**src/rtl/scan_stim_decomp.sv**
```systemverilog
module scan_stim_decomp #(
  parameter int unsigned NUM_CHAN    = 8,
  parameter int unsigned NUM_CHAINS  = 16,
  parameter int unsigned INIT_CYCLES = 4,
  parameter int unsigned INJ_FIRST   = 2,
  parameter int unsigned BURN_VAL    = 'hA5
) (
  input  logic                  clk,
  input  logic                  rst,
  input  logic                  shift_en,
  input  logic                  burn_in,
  input  logic [NUM_CHAN-1:0]   chan_in,
  output logic [NUM_CHAINS-1:0] chain_out,
  output logic                  scan_valid
);

  localparam int unsigned RING    = 32;
  localparam int unsigned SPACING = RING / NUM_CHAN;
  localparam int unsigned CNT_W   = $clog2(INIT_CYCLES + 1) < 1 ? 1 : $clog2(INIT_CYCLES + 1);
  localparam logic [NUM_CHAN-1:0] BURN_BITS = NUM_CHAN'(BURN_VAL);
  localparam logic [CNT_W-1:0]    CNT_DONE  = CNT_W'(INIT_CYCLES);

  logic [RING-1:0]     ring, nxt;
  logic [NUM_CHAN-1:0] inj;
  logic [CNT_W-1:0]    cnt;
  logic                adv;

  initial begin
    assert_param_R4: assert (RING % NUM_CHAN == 0 && NUM_CHAINS <= RING);
    for (int i = 0; i < NUM_CHAN; i++) begin
      int s;
      s = int'(INJ_FIRST + i * SPACING) % RING;
      assert_inj_stage_R4: assert (s != 0 && s != 9 && s != 11 && s != 12);
    end
  end

  assign adv = shift_en | burn_in;
  assign inj = burn_in ? BURN_BITS : chan_in;

  always_comb begin
    nxt[0] = ring[RING-1];
    for (int k = 1; k < RING; k++) nxt[k] = ring[k-1];
    nxt[9]  = nxt[9]  ^ ring[31];
    nxt[11] = nxt[11] ^ ring[28];
    nxt[12] = nxt[12] ^ ring[25];
    for (int i = 0; i < NUM_CHAN; i++)
      nxt[(INJ_FIRST + i * SPACING) % RING] = nxt[(INJ_FIRST + i * SPACING) % RING] ^ inj[i];
  end

  always_ff @(posedge clk) begin
    if (rst)      ring <= '0;
    else if (adv) ring <= nxt;
  end

  always_ff @(posedge clk) begin
    if (rst)                         cnt <= '0;
    else if (adv && cnt != CNT_DONE) cnt <= cnt + 1'b1;
  end

  assign scan_valid = (cnt == CNT_DONE);

  genvar j;
  generate
    for (j = 0; j < NUM_CHAINS; j++) begin : g_ps
      assign chain_out[j] = ring[j % RING] ^ ring[(j + 11) % RING] ^ ring[(j + 23) % RING];
    end
  endgenerate

  assert_reset_clear_R1: assert property (@(posedge clk)
    rst |=> (ring == '0 && !scan_valid));

  assert_hold_R2: assert property (@(posedge clk) disable iff (rst)
    !adv |=> $stable(ring));

  assert_ring_wrap_R3: assert property (@(posedge clk) disable iff (rst)
    adv |=> ring[0] == $past(ring[31]));

  assert_valid_sticky_R6: assert property (@(posedge clk) disable iff (rst)
    scan_valid |=> scan_valid);

  assert_valid_rise_R6: assert property (@(posedge clk) disable iff (rst)
    $rose(scan_valid) |-> $past(adv));

  assert_burn_kick_R7: assert property (@(posedge clk) disable iff (rst)
    (burn_in && ring == '0 && BURN_BITS != '0) |=> ring != '0);

  assert_zero_lock_R8: assert property (@(posedge clk) disable iff (rst)
    (ring == '0 && inj == '0) |=> ring == '0);

endmodule

```
**config.mk**
```make
export PLATFORM = sky130hd
export DESIGN_NAME = scan_stim_decomp
export DESIGN_NICKNAME = d
export VERILOG_FILES = /design/src/rtl/scan_stim_decomp.sv
export SDC_FILE = /design/constraint.sdc
export NUM_CORES = 1
export LEC_CHECK = 0
export BUFFER_PORTS_ARGS = -buffer_cell sky130_fd_sc_hd__buf_2
export CORE_ASPECT_RATIO = 1.1
export CORE_MARGIN = 10
export CORE_UTILIZATION = 55
export CTS_CLUSTER_SIZE = 24
export DETAILED_ROUTE_END_ITERATION = 7
export GPL_TIMING_DRIVEN = 1
export MAX_ROUTING_LAYER = met4
export PLACE_DENSITY = 0.77
export SLEW_MARGIN = 25
export SYNTH_ARGS = -nofsm -noshare
export SYNTH_HDL_FRONTEND = slang
export SYNTH_SLANG_ARGS = --single-unit
```
**constraint.sdc**
```tcl
create_clock -name clk -period 1.5 [get_ports clk]
set_input_delay 0.15 -clock clk [delete_from_list [all_inputs] [get_ports clk]]
set_output_delay 0.15 -clock clk [all_outputs]
set_load 0.005 [all_outputs]
```
# Word level (Yosys, flattened, before mapping)
# Index checks and enable logic that the tools add are counted.
[op_classes]
n_addsub = 1
mul = 0
n_div = 0
n_lt_le_gt_ge = 0
eq_ne = 2
n_shift = 0
mux = 1
bitwise = 44
n_reduce_logical = 1
[ops]
columns = ["cell", "count"]
rows = [
  ["XOR 1 bit", 43],
  ["two-way mux 8 bit", 1],
  ["adder 3 x 1 -> 3 bit (second input constant)", 1],
  ["== test 3 bit (second input constant)", 1],
  ["inequality test 3 bit (second input constant)", 1],
  ["logical AND 1 bit", 1],
  ["OR 1 bit", 1],
]
[word_totals]
regBits = 35
latch_bits = 0
ramBits = 0
rom_bits = 0
inputBits = 12
output_inout_bits = 17
word_cells = 51
n_memories = 0

# Longest topological paths before layout
[depth]
word_depth = 2
ltp_mapped = 5
mapped_depth_nobuf = 5

# Worst setup path after synthesis
# No wires, ideal clock.
[synth_path]
path_kind = "flip-flop to flip-flop"
from = "register cnt[0]"
to = "register cnt[1]"
setup_ns = 0.128
arrival_ns = 1.085
t_required_ns = 1.372
setup_slack_ns = 0.287
path_stages_with_launch = 6
path_buffers = 0
synth_period_minus_slack_ns = 1.213
path_cell_list = "dfxtp_1 -> inv_1 -> ha_1 -> a2bb2oi_1 -> mux2i_1 -> nor2_1"
[synth_via]
elab_chain_cells = 2
word_cells_on_any_way = 3
cone_classes = "1 x add/sub; 1 x eq/ne; 1 x reduce/logical"
[synth_lines]
columns = ["item", "line_no", "text"]
rows = [
  ["start, declared", "25", "logic [CNT_W-1:0] cnt;"],
  ["start signal, assigned", "57", "else if (adv && cnt != CNT_DONE) cnt <= cnt + 1'b1;"],
  ["parallel branches: the longest is 2 deep, another holds adder 3 x 1 -> 3 bit", "--", ""],
]
# Several ways; the timed one is not identified.
# A chain may end at the register's enable or synchronous reset.

# Worst setup path after layout
[layout_path]
from = "register ring[31]"
to = "output chain_out[8]"
[layout_via]
elab_chain_cells = 1
[layout_lines]
columns = ["item", "line_no", "text"]
rows = [
  ["start, declared", "23", "logic [RING-1:0] ring, nxt;"],
  ["start signal, assigned", "52", "else if (adv) ring <= nxt;"],
  ["XOR 1 bit", "65", "assign chain_out[j] = ring[j % RING] ^ ring[(j + 11) % RING] ^ ring[(j + 23) % RING];"],
  ["end, declared", "13", "output logic [NUM_CHAINS-1:0] chain_out,"],
]
# No other way between the ends.

==> results by group <==
Die
  • Die span in y: 78.8 µm
  • Die X: between 70 and 80 µm
  • Initial Utilization: 57.1%
  • DIE AREA: 0.00578 mm²
  • Core Region: 0.00302 mm²
  • # rows: 21
  • Io pins: 29

Timing
  • Final period util: roughly 94%
  • Hold WS: just over 0.1 ns
  • FMAX: approximately 0.71 GHz
  • Hold Fails Final Rpt: 0
  • RSZ-0062 raised after global routing: no
  • Setup WS post-layout: 0.0920 ns
  • Final setup fails: 0
  • Slew at the pin closest to its max-slew limit: 0.297 ns
  • Fin. max-slew vios: 0
  • Clk_skew: 0.0150 ns
  • Relative slew slack: 80.2%
  • Fin crit period: 1.41 ns
  • Final TNS setup: 0 ns

CTS
  • Htree depth: 2
  • CTS Sinks: 35
  • Post-CTS Hold Buffers: 0
  • CTS buffer count: 5
  • CTS clock-pin slew for the worst setup and hold paths: between 0.1 and 0.15 ns
  • Clock Path Buffers: 2
  • Clk Latency, worst-skew pair: 0.35 ns
  • Cell chosen for the clock root: clkbuf_4
  • CTS tree: yes

Setup path
  • Crit path launch type: register
  • Reg2reg start: cnt[0]
  • Worst r2r dst: cnt[1]
  • Slowest cell delay on critical path: about 0.35 ns
  • WP data arrival: 1.26 ns
  • CP delay by family, top: XOR/XNOR gates
  • CP Max Fanout: 3
  • Critical Path Most Common Cell: xnor2_1
  • Class of the most critical setup path: register to output pin
  • Crit end category: output pin
  • Crit path depth: 3
  • WP data required: 1.35 ns
  • Worst R2R Path Depth: 5
  • Worst Path Buf+Inv: 1
  • Crit-path cells: xnor2_1 > xnor2_1 > buf_2
  • Critical path origin: ring[31]
  • Worst setup path end: chain_out[8]
  • Slowest CP cell: dfxtp_1
  • R2R Setup Slk: roughly 0.25 ns

Power
  • Sw Ratio: 28.3%
  • Int Power: 1.33 mW
  • Combinational Power Share: between 10% and 20%
  • Flop pwr share: 55.6%
  • P_leak: roughly 0.7 nW
  • Power Dens Cells: 949 mW/mm²
  • Total power: 1.85 mW
  • Clock power frac: between 20 and 30%
  • Net Switching: 0.524 mW
  • Worst vdd ir: 0.572 mV

Placed design
  • Inst Count DP: 266
  • Post-place setup slack: 0.226 ns
  • Area after DPL: ~0.0019 mm²
  • Detail Placement HPWL: 2660 µm
  • PortBufs: 28
  • Gp weighted congestion: approximately 0.76

Global route
  • GRT Util Overall: roughly 13%
  • First-pass GRT wire length: 5930 µm
  • Number of global-route vias before repair: 1349
  • Antenna violations before repair: 0
  • Largest net degree at the start of global routing: 19
  • GRT overflow: 0

Cells and area
  • Leading cell type in the layout, fill and taps excluded: nand2_1
  • Layout net count: 253
  • Area grow syn2layout: 13.0%
  • Final Cell Area: 0.00195 mm²
  • Most frequent cells in the layout: nand2_1, xnor2_1, dfxtp_1
  • Register area: 703 µm²
  • Filler instances: 247
  • Non-filler cells, final: 274
  • ANT cells: 0
  • Share of post-route cells with drive strength above 1: 19.2%
  • Multi-input gate area: 941 µm²
  • Final design utilization: 64.6%

Logic synthesis
  • Cells after Synth: 210
  • Sequential share of the synthesized area: 40.6%
  • Top cell type's share of synthesized area: just over 40%
  • Post-Syn Area: 0.00173 mm²
  • Post-synth net total: 224
  • FF+latch count, synth: 35
  • Cell variety after synth: 25
  • Yosys warnings: 0
  • Area contributors post-synth: dfxtp_1, xnor2_1, nand2_1
  • Post-synth top area cell: dfxtp_1
  • Syn Area/Cell: just over 8 µm²

Worst hold path
  • Hold Crit Class: input pin to register

Run status
  • Status: finished, final reports clean

Detailed routing
  • Antenna-violating nets left: 0
  • First-pass DRT Iterations: 4
  • WL final: ~3600 µm
  • # DRC: 0
  • Initial DRC count: 94
  • Vias: 1471
  • DR vias/cell: 5.37
  • Routed wire per std cell: about 13 µm

Job
  • Max-cap violations: 0
Yosys cell counts, drive strengths merged:
master and number:
a31oi 4, xnor2 35, nor2b 4, mux2i 1
o32ai 4, nand2 46, nor3b 4, clkbuf 4
or3 1, and2 1, o31ai 1, a21oi 30
inv 4, a211oi 3, or2 2, ha 2
a2bb2oi 5, o21ai 4, nor2 10, dfxtp 35
buf 10
worst min-delay path: stages:
cell and delay (ns):
buf_2 0.09, a31oi_1 0.07, a21oi_1 0.11
state kept, by name, summed over array words and instances, names as in the netlist:
name  flops
ring     32
cnt       3
power by group through the flow:
stage	Combinational (mW)	Sequential (mW)	Clock, mW
final	0.326	1.03	0.497
after floorplan	0.228	1.04	0
after detailed placement	0.331	1.05	0
after CTS	0.333	1.03	0.508
after global placement	0.327	1.05	0
after global routing	0.365	1.04	0.563
layer usage:
layer	track usage [%]	routed length [µm]	up-vias	part of all wire [%]
li1	-	-	755	-
met1	14.3	1590	683	44
met2	20.6	1760	26	49
met3	5.10	202	7	5.6
met4	5.22	54	0	1.5
met5	-	0	-	0
final cells by class:
cell class,count,area share [%]
clock buffers,7,2.31
multi-input cells,157,48.2
well taps,34,2.18
repair buffers,36,10.3
clock inverters,1,0.256
inverters,4,0.769
flip-flops and latches,35,36.0
what timing repair did:
| action | in CTS | in global routing |
|---|---|---|
| gates resized for setup | 0 | 2 |
| setup buffers | 0 | 0 |
| setup endpoints to repair | 0 | 2 |
how the worst min path moves through the flow:
stage               end  startpoint  depth (start not counted)
2_1_floorplan  ring[14]  chan_in[3]                          2
3_3_place_gp    ring[8]     ring[8]                          2
3_5_place_dp    ring[8]     ring[8]                          2
4_1_cts        ring[14]  chan_in[3]                          3
5_1_grt        ring[14]  chan_in[3]                          3
6_report       ring[14]  chan_in[3]                          3
cell families (layout without fill, tap and decap cells):
family / after synthesis / count (layout) / share of synthesized area, %
AO/OA/AOI/OAI: 51 / 51 / 17.9
XOR/XNOR: 35 / 35 / 17.8
buffers and inverters: 18 / 48 / 4.93
flip-flops: 35 / 35 / 40.6
AND/OR/NAND/NOR: 68 / 68 / 16.8
adder cells (fa/ha/maj): 2 / 2 / 1.45
multiplexers: 1 / 1 / 0.580
No activity file was read; power rests on OpenSTA's default activity.
